`src/rtl/ea_gen_pkg.sv`:
```
package ea_gen_pkg;
  localparam int LONG_BIT = 10;
  localparam int TAG_LSB  = 8;
  localparam int TAG_W    = 2;
  localparam int IND_BIT  = 7;
  localparam int DISP_W   = 8;

  typedef enum logic [1:0] {
    ST_IDLE = 2'd0,
    ST_MEM  = 2'd1,
    ST_HOLD = 2'd2
  } ea_state_e;
endpackage

```
`src/rtl/ea_gen_decode.sv`:
```
module ea_gen_decode
  import ea_gen_pkg::*;
#(
  parameter int ADDR_W = 16
) (
  input  logic [ADDR_W-1:0] word0,
  output logic              is_long,
  output logic [TAG_W-1:0]  tag,
  output logic              indirect,
  output logic [ADDR_W-1:0] disp_ext
);
  localparam int EXT_W = ADDR_W - DISP_W;

  logic [DISP_W-1:0] disp;
  logic              unused_hi;

  assign is_long  = word0[LONG_BIT];
  assign tag      = word0[TAG_LSB +: TAG_W];
  assign disp     = word0[DISP_W-1:0];
  // bit 7 doubles as displacement sign in short format; only long honours it
  assign indirect = is_long & word0[IND_BIT];
  assign disp_ext = {{EXT_W{disp[DISP_W-1]}}, disp};
  assign unused_hi = ^word0[ADDR_W-1:LONG_BIT+1];
endmodule

```
`src/rtl/ea_gen_calc.sv`:
```
module ea_gen_calc
  import ea_gen_pkg::*;
#(
  parameter int ADDR_W = 16,
  parameter int NUM_XR = 3
) (
  input  logic                     is_long,
  input  logic [TAG_W-1:0]         tag,
  input  logic [ADDR_W-1:0]        disp_ext,
  input  logic [ADDR_W-1:0]        word1,
  input  logic [ADDR_W-1:0]        next_pc,
  input  logic [NUM_XR*ADDR_W-1:0] idx_regs,
  output logic [ADDR_W-1:0]        addr
);
  logic [ADDR_W-1:0] xr_arr [NUM_XR];
  logic [ADDR_W-1:0] xr_sel;
  logic [ADDR_W-1:0] base;
  logic [ADDR_W-1:0] offset;

  for (genvar g = 0; g < NUM_XR; g++) begin : g_unpack
    assign xr_arr[g] = idx_regs[g*ADDR_W +: ADDR_W];
  end

  always_comb begin
    xr_sel = '0;
    for (int i = 0; i < NUM_XR; i++) begin
      if (int'(tag) == i + 1) xr_sel = xr_arr[i];
    end
  end

  // one adder: short = (pc | xr) + disp, long = word1 + (0 | xr)
  always_comb begin
    if (is_long) begin
      base   = word1;
      offset = (tag == '0) ? '0 : xr_sel;
    end else begin
      base   = (tag == '0) ? next_pc : xr_sel;
      offset = disp_ext;
    end
  end

  assign addr = base + offset;
endmodule

```
`src/rtl/ea_gen_ctrl.sv`:
```
module ea_gen_ctrl
  import ea_gen_pkg::*;
#(
  parameter int ADDR_W = 16
) (
  input  logic              clk,
  input  logic              rst_n,
  input  logic              req_valid,
  input  logic              indirect,
  input  logic [ADDR_W-1:0] calc_addr,
  input  logic [ADDR_W-1:0] mem_rd_data,
  input  logic              ea_ready,
  output logic              req_ready,
  output logic              mem_rd_en,
  output logic              ea_valid,
  output logic [ADDR_W-1:0] ea_addr
);
  ea_state_e         state_q, state_d;
  logic [ADDR_W-1:0] ea_q, ea_d;
  logic              accept;

  assign req_ready = (state_q == ST_IDLE);
  assign accept    = req_valid & req_ready;
  assign mem_rd_en = accept & indirect;
  assign ea_valid  = (state_q == ST_HOLD);
  assign ea_addr   = ea_q;

  always_comb begin
    state_d = state_q;
    ea_d    = ea_q;
    case (state_q)
      ST_IDLE: begin
        if (accept) begin
          if (indirect) begin
            state_d = ST_MEM;
          end else begin
            state_d = ST_HOLD;
            ea_d    = calc_addr;
          end
        end
      end
      ST_MEM: begin
        state_d = ST_HOLD;
        ea_d    = mem_rd_data;
      end
      ST_HOLD: begin
        if (ea_ready) state_d = ST_IDLE;
      end
      default: state_d = ST_IDLE;
    endcase
  end

  always_ff @(posedge clk) begin
    if (!rst_n) begin
      state_q <= ST_IDLE;
      ea_q    <= '0;
    end else begin
      state_q <= state_d;
      ea_q    <= ea_d;
    end
  end
endmodule

```
`src/rtl/ea_gen.sv`:
```
module ea_gen
  import ea_gen_pkg::*;
#(
  parameter int ADDR_W = 16,
  parameter int NUM_XR = 3
) (
  input  logic                     clk,
  input  logic                     rst_n,
  input  logic                     req_valid,
  output logic                     req_ready,
  input  logic [ADDR_W-1:0]        word0,
  input  logic [ADDR_W-1:0]        word1,
  input  logic [ADDR_W-1:0]        next_pc,
  input  logic [NUM_XR*ADDR_W-1:0] idx_regs,
  output logic                     mem_rd_en,
  output logic [ADDR_W-1:0]        mem_rd_addr,
  input  logic [ADDR_W-1:0]        mem_rd_data,
  output logic                     ea_valid,
  input  logic                     ea_ready,
  output logic [ADDR_W-1:0]        ea_addr
);
  logic              is_long;
  logic [TAG_W-1:0]  tag;
  logic              indirect;
  logic [ADDR_W-1:0] disp_ext;
  logic [ADDR_W-1:0] calc_addr;

  ea_gen_decode #(.ADDR_W(ADDR_W)) u_decode (
    .word0    (word0),
    .is_long  (is_long),
    .tag      (tag),
    .indirect (indirect),
    .disp_ext (disp_ext)
  );

  ea_gen_calc #(.ADDR_W(ADDR_W), .NUM_XR(NUM_XR)) u_calc (
    .is_long  (is_long),
    .tag      (tag),
    .disp_ext (disp_ext),
    .word1    (word1),
    .next_pc  (next_pc),
    .idx_regs (idx_regs),
    .addr     (calc_addr)
  );

  ea_gen_ctrl #(.ADDR_W(ADDR_W)) u_ctrl (
    .clk         (clk),
    .rst_n       (rst_n),
    .req_valid   (req_valid),
    .indirect    (indirect),
    .calc_addr   (calc_addr),
    .mem_rd_data (mem_rd_data),
    .ea_ready    (ea_ready),
    .req_ready   (req_ready),
    .mem_rd_en   (mem_rd_en),
    .ea_valid    (ea_valid),
    .ea_addr     (ea_addr)
  );

  assign mem_rd_addr = calc_addr;
endmodule

```
`config.mk`:
```
export PLATFORM = sky130hd
export DESIGN_NAME = ea_gen
export DESIGN_NICKNAME = d
export VERILOG_FILES = /design/src/rtl/ea_gen_pkg.sv /design/src/rtl/ea_gen_decode.sv /design/src/rtl/ea_gen_calc.sv /design/src/rtl/ea_gen_ctrl.sv /design/src/rtl/ea_gen.sv
export SDC_FILE = /design/constraint.sdc
export NUM_CORES = 1
export LEC_CHECK = 0
export BUFFER_PORTS_ARGS = -buffer_cell sky130_fd_sc_hd__clkbuf_2
export CORE_MARGIN = 10
export CORE_UTILIZATION = 30
export CTS_BUF_LIST = sky130_fd_sc_hd__clkbuf_16
export DETAILED_ROUTE_END_ITERATION = 8
export PLACE_DENSITY_LB_ADDON = 0.15
export SYNTH_ARGS = -nofsm -noshare
export SYNTH_HDL_FRONTEND = slang
export SYNTH_HIERARCHICAL = 1
export SYNTH_SLANG_ARGS = --single-unit
```
`constraint.sdc`:
```
create_clock -name clk -period 19.04 [get_ports clk]
set_input_delay 5.712 -clock clk [delete_from_list [all_inputs] [get_ports clk]]
set_output_delay 5.712 -clock clk [all_outputs]
set_load 0.01 [all_outputs]
```
==> metrics <==
Worst EP required roughly 13 ns; portion of the post-synthesis area used by sequential elements 13.4%; fraction of registers with async set/reset 0%; kind of cell with the highest combined delay on the critical path buffers and inverters; Hold Path Class flip-flop to flip-flop; slowest stage cell, crit path sky130_fd_sc_hd__inv_1; CTS H-tree lvls 1; Post-Route Setup TNS 0 ns; post-synth net total ~470; RSZ-0062 raised after global routing false; Chip Height 115 um; peak supply drop 0.0290 mV; iteration count of the initial detailed-routing pass 6; max-slew violation count 0; clock latency of the later-clocked register in the worst-skew pair 0.25 ns; quantity of hold-fixing buffers added after cts 0; cell type with the largest total area after synthesis sky130_fd_sc_hd__dfxtp_1; final worst hold slack 0.540 ns; Starting Density 30.9%; synthesized area per cell slightly above 8 sq um; minimum setup slack in the final design slightly above 4 ns; Top Ports between 150 and 200; number of antenna repair diodes 0; Place WS 4.05 ns; TritonCTS clock tree yes; most used standard cell by instance count after synthesis sky130_fd_sc_hd__nor2_1; kind of launch point of the worst setup path primary input; layout overhead on the synthesized area 24.1%; cell count after synthesis 335; worst reg2reg setup slack between 15 and 20 ns; drt via density 5.15; routability cong. between 0.8 and 0.9; maximum buffer depth of the clock tree 2; vias in the first global route 3,031; area of the mapped netlist roughly 0.0027 sq mm; number of synthesized flops with an enable pin 0; total count of hold-check failures in the final report 0; min cycle time layout about 15 ns; count of buffers inserted at the top-level ports about 150; worst slew margin relative to its limit 26.1%; Post CTS Setup Buffer Count 0; initial antenna violation count 0; average wire per standard cell between 15 and 20 um; sink count of the clock tree 18; Max Fanout on Critical Path 39; utilization of the core after routing between 30% and 40%; Die Wd roughly 110 um; max-cap check violation count 0; cell count after placement 547; Worst-path clk slew roughly 0.050 ns; maximum number of pins on one net before global-route repair 40; Setup Crit Path Kind primary input to output pin; final std cell area, no fill around 0.0033 sq mm; cells along the critical path clkbuf_2 -> inv_1 -> nor2_1 -> a21oi_1 -> ha_1 -> inv_1 -> fa_1 -> nor2b_1 -> o2111a_1 -> o211ai_1 -> and4_1 -> nor3_1 -> clkbuf_2; detailed-placement wirelength estimate 7770 um; Setup-failing EPs final 0; synthesis warning total 6; area of the die about 0.013 sq mm; 1st-iter DRT viols about 160; Std-Cell Core Area between 0.008 and 0.009 sq mm; power density of the placed cells 65.3 mW/mm^2; post-detailed-route count of antenna-violating nets 0; Critical Path Sink Type output pin; area share of the largest cell type after synthesis between 10% and 20%; Synth top cells by count sky130_fd_sc_hd__nor2_1 (52), sky130_fd_sc_hd__a21oi_1 (31), sky130_fd_sc_hd__buf_4 (20); Total Routed Length between 9000 and 10,000 um; leakage power about 1.5 nW; Critical path buffers and inverters 4; aggregate global-route resource usage a little over an eighth; number of CTS-inserted buffers 3; Clock Tree Root sky130_fd_sc_hd__clkbuf_16; dominant synthesized flop cell sky130_fd_sc_hd__dfxtp_1; standard-cell row count 34; worst clock skew about 0.0015 ns; CTS resizes 0; outcome finished, final reports clean; post-detailed-route DRC marker count 0; number of non-filler instances in the completed layout between 500 and 600; maximum clock frequency about 0.067 GHz; number of different library cells in the post-synthesis netlist 56; instance area at placement about 0.0033 sq mm; overall power of the completed layout approximately 220 uW; part of the cycle the worst path needs about four fifths; share of post-route cells with drive strength above 1 between 40 and 50%; Crit path arrival time 9.29 ns; Layout Nets about 580; Area contributors post-synth sky130_fd_sc_hd__dfxtp_1 (13%), sky130_fd_sc_hd__nor2_1 (7.2%), sky130_fd_sc_hd__ha_1 (7.0%); overall overflow remaining after global route 0; max incr delay on CP ~0.91 ns; number of storage elements in the synthesis netlist 18; slew at the pin with the worst max-slew slack between 1 and 1.5 ns; wire length of the first global-routing pass approximately 15,000 um; overall via count from detail_route 2,834
[power by group]
group          internal [mW]  switching [mW]
combinational         0.0578          0.0740
sequential            0.0424         0.00317
clock                 0.0276          0.0134
[logic make-up after synthesis]
| kind of cell | share of synthesized area (%) |
|---|---|
| compound gates | 33.4 |
| xor+xnor | 3.57 |
| fa+ha+maj | 7.71 |
| buf+inv | 12.3 |
| flops | 13.4 |
| mux | 14.2 |
| simple gates | 15.4 |
[cells in the final DEF, fill, tap and decap left out, types with 2 or more instances in the layout]
master	synthesis	final
sky130_fd_sc_hd__buf_4	20	2
sky130_fd_sc_hd__clkbuf_16	0	3
sky130_fd_sc_hd__o31ai_2	10	10
sky130_fd_sc_hd__nor3_1	3	3
sky130_fd_sc_hd__a21oi_2	12	12
sky130_fd_sc_hd__o211ai_1	3	3
sky130_fd_sc_hd__dfxtp_1	18	18
sky130_fd_sc_hd__mux2i_1	18	18
sky130_fd_sc_hd__nand2_1	8	8
sky130_fd_sc_hd__mux2_2	14	14
sky130_fd_sc_hd__nor2b_1	8	8
sky130_fd_sc_hd__inv_1	6	6
sky130_fd_sc_hd__a21o_1	2	2
sky130_fd_sc_hd__mux2_1	2	2
sky130_fd_sc_hd__and2_1	2	2
sky130_fd_sc_hd__xnor2_1	10	10
sky130_fd_sc_hd__o21ai_0	7	7
sky130_fd_sc_hd__a22oi_1	6	6
sky130_fd_sc_hd__clkbuf_2	0	145
sky130_fd_sc_hd__a21oi_1	31	31
sky130_fd_sc_hd__a31oi_1	7	7
sky130_fd_sc_hd__o21a_1	5	5
sky130_fd_sc_hd__and4_1	2	2
sky130_fd_sc_hd__a222oi_1	9	9
sky130_fd_sc_hd__nand4_1	2	2
sky130_fd_sc_hd__nor2_1	52	52
sky130_fd_sc_hd__a221oi_1	9	9
sky130_fd_sc_hd__ha_1	15	15
sky130_fd_sc_hd__o31ai_1	7	7
[worst paths after layout]
kind / from / cells past startpoint / to
worst max-delay path: word0[10] / 13 / mem_rd_addr[14]
worst min-delay path: u_ctrl/ea_addr[1]$_SDFFE_PN0P_ / 2 / u_ctrl/ea_addr[1]$_SDFFE_PN0P_
worst max register to register: u_ctrl/state_q[0]$_SDFFE_PN0P_ / 3 / u_ctrl/ea_addr[11]$_SDFFE_PN0P_
worst min register to register: u_ctrl/ea_addr[1]$_SDFFE_PN0P_ / 2 / u_ctrl/ea_addr[1]$_SDFFE_PN0P_
[per-layer routing]
metal | vias up | GRT usage, % | part of all wire, %
met1 | 1297 | 15.3 | 41
li1 | 1461 | - | -
met5 | - | 0 | 0
met2 | 72 | 25.1 | 52
met3 | 4 | 3.91 | 6.7
met4 | 0 | 1.65 | 0.31
[flip-flops by register name, indices dropped and copies added (netlist names)]
| name | cells |
|---|---|
| u_ctrl/ea_addr | 16 |
| u_ctrl/state_q | 2 |
[layout make-up]
class	count	area (sq um)
fillers	967	5380
multi-input cells	267	2010
repair buffers	147	741
flip-flops and latches	18	360
well taps	108	135
clock buffers	3	75.1
inverters	7	26.3
[tightest hold or removal path, cell delays in order (launching register included)]
cell and delay, ns:
sky130_fd_sc_hd__dfxtp_1 0.32, sky130_fd_sc_hd__o31ai_1 0.08, sky130_fd_sc_hd__a21oi_1 0.10
(Power assumes the default switching activity.)
